--- src/rtl/vfcap_pkg.sv ---
package vfcap_pkg;
  typedef enum logic [2:0] {
    A_HDR    = 3'd0,
    A_CAPS   = 3'd1,
    A_CTRL   = 3'd2,
    A_COUNTS = 3'd3,
    A_NUM    = 3'd4,
    A_RID    = 3'd5,
    A_SUPP   = 3'd6,
    A_SYSPG  = 3'd7
  } vfcap_addr_e;

  localparam int CTL_EN  = 0;
  localparam int CTL_MIG = 1;
  localparam int CTL_MSE = 3;
  localparam int STS_ERR = 16;
  localparam logic [31:0] HDR_WORD = 32'h0001_0010;
  localparam logic [31:0] PAGE_DEFAULT = 32'h0000_0001;

  function automatic logic [31:0] merge_be(input logic [31:0] old_w,
                                           input logic [31:0] new_w,
                                           input logic [3:0]  be);
    logic [31:0] r;
    for (int i = 0; i < 4; i++)
      r[i*8 +: 8] = be[i] ? new_w[i*8 +: 8] : old_w[i*8 +: 8];
    return r;
  endfunction
endpackage

--- src/rtl/vfcap_range_chk.sv ---
module vfcap_range_chk #(
  parameter int TOTAL_VFS   = 16,
  parameter int INITIAL_VFS = 8
) (
  input  logic [15:0] num,
  input  logic        mig,
  output logic        legal
);
  localparam logic [15:0] TOT16 = 16'(TOTAL_VFS);
  localparam logic [15:0] INI16 = 16'(INITIAL_VFS);

  logic [15:0] upper;

  always_comb begin
    upper = mig ? TOT16 : INI16;
    legal = (num != 16'd0) && (num <= upper);
  end
endmodule

--- src/rtl/vfcap_page_sel.sv ---
module vfcap_page_sel #(
  parameter logic [31:0] SUPPORTED_PAGES = 32'h0000_0013
) (
  input  logic [31:0] cand,
  output logic        accept
);
  always_comb begin
    accept = $onehot(cand) && ((cand & ~SUPPORTED_PAGES) == 32'd0);
  end
endmodule

--- src/rtl/vfcap_vf_flr.sv ---
module vfcap_vf_flr #(
  parameter int TOTAL_VFS = 16,
  localparam int IDX_W = (TOTAL_VFS > 1) ? $clog2(TOTAL_VFS) : 1
) (
  input  logic                 clk,
  input  logic                 rst_n,
  input  logic                 flr_pf,
  input  logic                 flr_vf,
  input  logic [IDX_W-1:0]     flr_vf_num,
  input  logic                 vf_en,
  input  logic [15:0]          active,
  output logic [TOTAL_VFS-1:0] strobe
);
  logic                 hit;
  logic [TOTAL_VFS-1:0] strobe_d;

  always_comb begin
    hit = flr_vf && vf_en && !flr_pf && (16'(flr_vf_num) < active);
  end

  for (genvar g = 0; g < TOTAL_VFS; g++) begin : g_bit
    always_comb strobe_d[g] = hit && (32'(flr_vf_num) == g);
  end

  always_ff @(posedge clk or negedge rst_n) begin
    if (!rst_n) strobe <= '0;
    else        strobe <= strobe_d;
  end


  strobe_onehot_chk: assert property (@(posedge clk) disable iff (!rst_n)
    $onehot0(strobe));
endmodule

--- src/rtl/vfcap_regs.sv ---
module vfcap_regs
  import vfcap_pkg::*;
#(
  parameter int          TOTAL_VFS       = 16,
  parameter int          INITIAL_VFS     = 8,
  parameter int          FIRST_OFFSET    = 2,
  parameter int          STRIDE          = 4,
  parameter logic [31:0] SUPPORTED_PAGES = 32'h0000_0013,
  parameter bit          MIGR_CAP        = 1'b1,
  localparam int VF_IDX_W = (TOTAL_VFS > 1) ? $clog2(TOTAL_VFS) : 1
) (
  input  logic                 clk,
  input  logic                 rst_n,
  input  logic                 cfg_wr,
  input  logic [2:0]           cfg_addr,
  input  logic [3:0]           cfg_be,
  input  logic [31:0]          cfg_wdata,
  output logic [31:0]          cfg_rdata,
  input  logic                 flr_pf,
  input  logic                 flr_vf,
  input  logic [VF_IDX_W-1:0]  flr_vf_num,
  output logic                 vf_enabled,
  output logic [15:0]          active_vfs,
  output logic                 vf_mem_en,
  output logic [TOTAL_VFS-1:0] vf_flr_strobe
);
  localparam logic [15:0] TOT16 = 16'(TOTAL_VFS);

  logic        en_bit_q, en_bit_d;
  logic        mig_q, mig_d;
  logic        mse_q, mse_d;
  logic        err_q, err_d;
  logic [15:0] numvfs_q, numvfs_d;
  logic [31:0] syspg_q, syspg_d;
  logic        vf_en_q, vf_en_d;
  logic [15:0] active_q, active_d;

  logic        wr_ctrl_lo, wr_ctrl_hi, wr_num, wr_pg;
  logic        mig_new, num_legal, pg_ok;
  logic [31:0] num_merged, pg_merged;

  always_comb begin
    wr_ctrl_lo = cfg_wr && (cfg_addr == A_CTRL) && cfg_be[0];
    wr_ctrl_hi = cfg_wr && (cfg_addr == A_CTRL) && cfg_be[2];
    wr_num     = cfg_wr && (cfg_addr == A_NUM) && (|cfg_be[1:0]) && !en_bit_q;
    wr_pg      = cfg_wr && (cfg_addr == A_SYSPG);
    mig_new    = MIGR_CAP && cfg_wdata[CTL_MIG];
    num_merged = merge_be({16'h0, numvfs_q}, cfg_wdata, cfg_be);
    pg_merged  = merge_be(syspg_q, cfg_wdata, cfg_be);
  end

  vfcap_range_chk #(.TOTAL_VFS(TOTAL_VFS), .INITIAL_VFS(INITIAL_VFS)) i_range (
    .num(numvfs_q), .mig(mig_new), .legal(num_legal));

  vfcap_page_sel #(.SUPPORTED_PAGES(SUPPORTED_PAGES)) i_page (
    .cand(pg_merged), .accept(pg_ok));

  // next state
  always_comb begin
    en_bit_d = en_bit_q;
    mig_d    = mig_q;
    mse_d    = mse_q;
    err_d    = err_q;
    numvfs_d = numvfs_q;
    syspg_d  = syspg_q;
    vf_en_d  = vf_en_q;
    active_d = active_q;
    if (wr_ctrl_hi && cfg_wdata[STS_ERR]) err_d = 1'b0;
    if (wr_ctrl_lo) begin
      en_bit_d = cfg_wdata[CTL_EN];
      mig_d    = mig_new;
      mse_d    = cfg_wdata[CTL_MSE];
      if (!cfg_wdata[CTL_EN]) begin
        vf_en_d  = 1'b0;
        active_d = 16'd0;
      end else if (!vf_en_q) begin
        if (num_legal) begin
          vf_en_d  = 1'b1;
          active_d = numvfs_q;
        end else begin
          err_d = 1'b1;
        end
      end
    end
    if (wr_num) numvfs_d = num_merged[15:0];
    if (wr_pg && pg_ok) syspg_d = pg_merged;
    if (flr_pf) begin
      en_bit_d = 1'b0;
      mig_d    = 1'b0;
      mse_d    = 1'b0;
      err_d    = 1'b0;
      numvfs_d = 16'd0;
      syspg_d  = PAGE_DEFAULT;
      vf_en_d  = 1'b0;
      active_d = 16'd0;
    end
  end

  // registers
  always_ff @(posedge clk or negedge rst_n) begin
    if (!rst_n) begin
      en_bit_q <= 1'b0;
      mig_q    <= 1'b0;
      mse_q    <= 1'b0;
      err_q    <= 1'b0;
      numvfs_q <= 16'd0;
      syspg_q  <= PAGE_DEFAULT;
      vf_en_q  <= 1'b0;
      active_q <= 16'd0;
    end else begin
      en_bit_q <= en_bit_d;
      mig_q    <= mig_d;
      mse_q    <= mse_d;
      err_q    <= err_d;
      numvfs_q <= numvfs_d;
      syspg_q  <= syspg_d;
      vf_en_q  <= vf_en_d;
      active_q <= active_d;
    end
  end

  // read mux
  always_comb begin
    cfg_rdata = 32'd0;
    unique case (cfg_addr)
      A_HDR:    cfg_rdata = HDR_WORD;
      A_CAPS:   cfg_rdata = {31'd0, MIGR_CAP};
      A_CTRL:   begin
        cfg_rdata[CTL_EN]  = en_bit_q;
        cfg_rdata[CTL_MIG] = mig_q;
        cfg_rdata[CTL_MSE] = mse_q;
        cfg_rdata[STS_ERR] = err_q;
      end
      A_COUNTS: cfg_rdata = {16'(TOTAL_VFS), 16'(INITIAL_VFS)};
      A_NUM:    cfg_rdata = {16'd0, numvfs_q};
      A_RID:    cfg_rdata = {16'(STRIDE), 16'(FIRST_OFFSET)};
      A_SUPP:   cfg_rdata = SUPPORTED_PAGES;
      A_SYSPG:  cfg_rdata = syspg_q;
      default:  cfg_rdata = 32'd0;
    endcase
  end

  vfcap_vf_flr #(.TOTAL_VFS(TOTAL_VFS)) i_vf_flr (
    .clk(clk), .rst_n(rst_n), .flr_pf(flr_pf), .flr_vf(flr_vf),
    .flr_vf_num(flr_vf_num), .vf_en(vf_en_q), .active(active_q),
    .strobe(vf_flr_strobe));

  always_comb begin
    vf_enabled = vf_en_q;
    active_vfs = active_q;
    vf_mem_en  = vf_en_q && mse_q;
  end


  live_count_chk: assert property (@(posedge clk) disable iff (!rst_n)
    vf_en_q |-> (active_q != 16'd0) && (active_q <= TOT16));

  idle_count_chk: assert property (@(posedge clk) disable iff (!rst_n)
    !vf_en_q |-> (active_q == 16'd0));

  page_legal_chk: assert property (@(posedge clk) disable iff (!rst_n)
    $onehot(syspg_q) && ((syspg_q & ~SUPPORTED_PAGES) == 32'd0));

  pf_flr_chk: assert property (@(posedge clk) disable iff (!rst_n)
    flr_pf |=> !vf_enabled && (numvfs_q == 16'd0) && !en_bit_q);

  vf_flr_keep_chk: assert property (@(posedge clk) disable iff (!rst_n)
    (flr_vf && !flr_pf && !cfg_wr) |=> $stable(active_vfs) && $stable(vf_enabled));
endmodule

--- config.mk ---
export PLATFORM = sky130hd
export DESIGN_NAME = vfcap_regs
export DESIGN_NICKNAME = d
export VERILOG_FILES = /design/src/rtl/vfcap_pkg.sv /design/src/rtl/vfcap_range_chk.sv /design/src/rtl/vfcap_page_sel.sv /design/src/rtl/vfcap_vf_flr.sv /design/src/rtl/vfcap_regs.sv
export SDC_FILE = /design/constraint.sdc
export NUM_CORES = 1
export LEC_CHECK = 0
export ABC_AREA = 0
export BUFFER_PORTS_ARGS = -buffer_cell sky130_fd_sc_hd__buf_2
export CORE_MARGIN = 2
export CORE_UTILIZATION = 44
export CTS_CLUSTER_SIZE = 28
export DETAILED_ROUTE_END_ITERATION = 7
export PLACE_DENSITY = 0.74
export SETUP_SLACK_MARGIN = 0.4
export SKIP_LAST_GASP = 1
export SYNTH_ARGS = -nofsm -noshare
export SYNTH_HDL_FRONTEND = slang
export SYNTH_SLANG_ARGS = --single-unit
--- constraint.sdc ---
create_clock -name clk -period 5.9 [get_ports clk]
set_clock_uncertainty 0.05 [all_clocks]
set_input_delay 0.885 -clock clk [delete_from_list [all_inputs] [get_ports clk]]
set_output_delay 0.885 -clock clk [all_outputs]
set_load 0.01 [all_outputs]
==> results.md <==
| Result | This run | Unit |
|---|---|---|
| Summed instance area of the synthesized netlist | 5450 | um2 |
| Clk Latency, worst-skew pair | 350 | ps |
| Critical path data required time | 6040 | ps |
| Global-route wire length before repair | 23.2 | mm |
| Relative slew slack | 28.2 | % |
| Post-Synthesis Mean Instance Area | 10.4 | um2 |
| Number of port buffers | 113 | - |
| Clock period minus final worst setup slack | 5810 | ps |
| Relative contribution of sequential cells to total power | 31.8 | % |
| TritonCTS clock tree | built | - |
| Remaining antenna violation count | 0 | - |
| Total wire length | 14.4 | mm |
| Commonest non-fill, non-tap cell in the layout | sky130_fd_sc_hd__buf_2 | - |
| Yosys reg bits | 85 | - |
| Bufs on Longest Clock Path | 2 | - |
| Post-synthesis cell type with the largest combined area | sky130_fd_sc_hd__dfrtp_1 | - |
| Diode count | 0 | - |
| Layout cell share with drive strength beyond 1 | 40.0 | % |
| Final Hold Violating Endpoints | 0 | - |
| Avg WL per Cell | 17.4 | um |
| Area share of the largest cell type after synthesis | 38.6 | % |
| Flip-flop and latch area | 2130 | um2 |
| H-tree depth | 3 | - |
| Maximum single-stage delay on the critical path | 590 | ps |
| Cell Int Power | 1.25 | mW |
| Number of buffers added to fix hold violations after cts | 0 | - |
| Logic pwr share | 35.7 | % |
| Root Driver | sky130_fd_sc_hd__clkbuf_16 | - |
| Origin of the worst setup path | cfg_be[2] | - |
| Launch point of the worst hold path | active_vfs[10]$_DFFE_PN0P_ | - |
| Iter 0 DRT Violations | 386 | - |
| Avg Vias per Cell | 5.41 | - |
| EDFF count, synth | 0 | - |
| Crit path setup slack, layout | 93.5 | ps |
| Count of final max-slew check failures | 0 | - |
| Global route total overflow | 0 | - |
| Proportion of power drawn by the clock network | 32.5 | % |
| Largest driver fanout on the critical path | 8 | - |
| Status | finished, final reports clean | - |
| WP data arrival | 5950 | ps |
| Cell count after synthesis | 522 | - |
| I/O pin count | 114 | - |
| Register clock-pin slew on the reported worst setup and hold paths | 70 | ps |
| RSZ-0062 raised after global routing | true | - |
| Number of placement rows | 40 | - |
| Layout overhead on the synthesized area | 29.5 | % |
| Peak Freq | 0.172 | GHz |
| Max-Cap Viols | 0 | - |
| Cell chain of the critical path | buf_12, mux2_4, ha_4, inv_4, fa_2, fa_2, fa_2, fa_1, fa_1, inv_2, ha_4, inv_2, fa_1, nor4bb_2, o211ai_1, or4_4, nor3_2, nor3_1 | - |
| Sequential element share of the synthesized area | 39.1 | % |
| Switching component of the power | 594 | uW |
| # nets final | 761 | - |
| Number of inserted filler cells in the final layout | 1030 | - |
| Initial antenna violation count | 0 | - |
| Final setup violating endpoints | 0 | - |
| Cell depth of the worst min-delay path | 1 | - |
| Dominant synthesized flop cell | sky130_fd_sc_hd__dfrtp_1 | - |
| Weighted congestion reported at the end of routability-driven placement | 0.980 | - |
| Initial standard-cell utilization of the core | 45.2 | % |
| Fin crit share | 98.4 | % |
| All-Layer GR Usage | 22.6 | % |
| Vias post-DR | 4487 | - |
| Standard cell core area | 12100 | um2 |
| Transition time of the tightest slew-check pin | 1080 | ps |
| Combined area of the multi-input logic cells | 3280 | um2 |
| Router iterations before antenna repair | 5 | - |
| Terminus of the critical flop-to-flop path | syspg_q[1]$_DFFE_PN0P_ | - |
| Pre-CTS setup slack | -571 | ps |
| Startpoint of the worst register-to-register path | syspg_q[15]$_DFFE_PN0P_ | - |
| Switching portion of total power | 32.2 | % |
| Floorplan die area | 13300 | um2 |
| Number of different library cells in the post-synthesis netlist | 57 | - |
| Leading cell types by total area after synthesis | sky130_fd_sc_hd__dfrtp_1 39%, sky130_fd_sc_hd__fa_1 9.6%, sky130_fd_sc_hd__ha_1 6.9% | - |
| PD cells | 261 | nW/um2 |
| Capturing element type of the critical path | flip-flop | - |
| Warning count from the yosys run | 0 | - |
| Clk sinks | 85 | - |
| Startpoint class of the critical path | input port | - |
| Number of global-route vias before repair | 4599 | - |
| Synthesized Nets | 626 | - |
| CP max stage cell | sky130_fd_sc_hd__or4_4 | - |
| Worst voltage drop across the vdd grid | 0.171 | mV |
| Most frequent cells in the layout | 108 x sky130_fd_sc_hd__buf_2, 84 x sky130_fd_sc_hd__dfrtp_1, 43 x sky130_fd_sc_hd__inv_1 | - |
| Pin count of the biggest net entering global routing | 86 | - |
| Leakage Power | 3.61 | nW |
| Placed wire-length estimate | 10.5 | mm |
| Startpoint-to-endpoint class of the critical path | in2reg | - |
| TNS Setup | 0 | ps |
| FFs w/ async S/R, synth | 100 | % |
| Drc violations | 0 | - |
| Number of buffers added by the clock tree synthesis step | 9 | - |
| Height of the die | 115 | um |
| R2R cell count | 17 | - |
| Class of the worst hold path | reg2reg | - |
| Slack of the worst reg-to-reg path | 320 | ps |
| Worst min-delay path endpoint | active_vfs[10]$_DFFE_PN0P_ | - |
| Die Width | 115 | um |
==> layout make-up <==
| cell class | instances | area share [%] |
|---|---|---|
| Multi-Input combinational cell | 357 | 46.4 |
| Sequential cell | 85 | 30.2 |
| Timing Repair Buffer | 149 | 12.9 |
| Clock buffer | 9 | 3.19 |
| Inverter | 55 | 3.00 |
| Tap cell | 168 | 2.98 |
| Clock inverter | 7 | 1.29 |
==> worst max-delay path: cells and delay by family <==
kind                     cells  cell delay (ps)
multiplexers                 1              320
buffers and inverters        4              270
adder cells (fa/ha/maj)      8             3250
AND/OR/NAND/NOR              4             1020
AO/OA/AOI/OAI                1              190
==> flip-flops by register name, summed over array words and instances (netlist names) <==
name and count:
numvfs_q 16, en_bit_q 1, active_vfs 16, mse_q 1, err_q 1, syspg_q 32, vf_enabled 1, mig_q 1
i_vf_flr.strobe 16
==> power by group through the flow <==
| stage | clock network [mW] | logic, mW | registers [mW] |
|---|---|---|---|
| 2_1_floorplan | 0 | 0.413 | 0.597 |
| 3_3_place_gp | 0 | 0.556 | 0.597 |
| 3_5_place_dp | 0 | 0.582 | 0.597 |
| 4_1_cts | 0.608 | 0.613 | 0.586 |
| 5_1_grt | 0.630 | 0.763 | 0.586 |
| 6_report | 0.599 | 0.659 | 0.586 |
==> synthesized netlist by cell type (2+ instances only) <==
master and number:
sky130_fd_sc_hd__a21o_1 3, sky130_fd_sc_hd__buf_1 2, sky130_fd_sc_hd__a22oi_1 2, sky130_fd_sc_hd__buf_6 3
sky130_fd_sc_hd__nor3_1 14, sky130_fd_sc_hd__nor3b_1 3, sky130_fd_sc_hd__o31ai_1 5, sky130_fd_sc_hd__o21ai_0 5
sky130_fd_sc_hd__buf_2 2, sky130_fd_sc_hd__nor4_1 10, sky130_fd_sc_hd__mux2i_1 16, sky130_fd_sc_hd__clkbuf_1 19
sky130_fd_sc_hd__o211a_1 2, sky130_fd_sc_hd__mux2_1 2, sky130_fd_sc_hd__dfrtp_1 84, sky130_fd_sc_hd__inv_1 55
sky130_fd_sc_hd__nor2b_1 5, sky130_fd_sc_hd__or3b_1 2, sky130_fd_sc_hd__ha_1 30, sky130_fd_sc_hd__nand4_1 7
sky130_fd_sc_hd__a211oi_1 3, sky130_fd_sc_hd__nor4bb_1 3, sky130_fd_sc_hd__a311oi_1 2, sky130_fd_sc_hd__nor2_1 27
sky130_fd_sc_hd__o21ai_1 2, sky130_fd_sc_hd__or3_1 4, sky130_fd_sc_hd__fa_1 26, sky130_fd_sc_hd__o21a_1 2
sky130_fd_sc_hd__and3_1 2, sky130_fd_sc_hd__o41ai_1 2, sky130_fd_sc_hd__mux2_2 30, sky130_fd_sc_hd__and2_1 37
sky130_fd_sc_hd__a21oi_1 25, sky130_fd_sc_hd__a22o_1 12, sky130_fd_sc_hd__and2_4 15, sky130_fd_sc_hd__nand3_1 21
sky130_fd_sc_hd__nand2_1 18
==> layer usage <==
layer	GRT usage (%)	routed length (um)	share of wire, %	vias up
li1	-	-	-	2069
met1	28.1	5980	42	2192
met2	38.2	7030	49	184
met3	4.64	830	5.8	42
met4	10.2	562	3.9	0
met5	0	0	0	-
==> through the flow <==
step / area (um2) / util [%] / hold WS [ps] / power (mW) / instances
final: 7060 / 58.5 / 462 / 1.84 / 830
after global routing: 7060 / 58.5 / 480 / 1.98 / 830
after CTS: 7000 / 58.0 / 463 / 1.81 / 829
after detailed placement: 6390 / 53.0 / 443 / 1.18 / 806
after global placement: 6390 / 53.0 / 434 / 1.15 / 806
after floorplan: 5550 / - / 415 / 1.01 / 522
==> cells by family after synthesis <==
group / count (synthesis) / synth area share, %
compound gates: 73 / 9.33
xor+xnor: 2 / 0.322
fa+ha+maj: 56 / 16.4
buf+inv: 81 / 6.04
flops: 85 / 39.1
mux: 49 / 9.83
simple gates: 176 / 19.0
==> how the worst max path moves through the flow <==
stage	to	slack (ps)
after floorplan	syspg_q[10]$_DFFE_PN0P_	-280
after global placement	syspg_q[1]$_DFFE_PN0P_	-470
after detailed placement	syspg_q[4]$_DFFE_PN0P_	-570
after CTS	syspg_q[1]$_DFFE_PN0P_	60
after global routing	syspg_q[1]$_DFFE_PN0P_	-120
final	syspg_q[1]$_DFFE_PN0P_	90
==> repair_timing <==
action,CTS,global route
setup endpoints to repair,32,32
buffers inserted,5,1
gates resized for setup,54,14
pin swaps,24,11
cloned,2,0
Note: power is estimated with default switching activity, not from simulation.
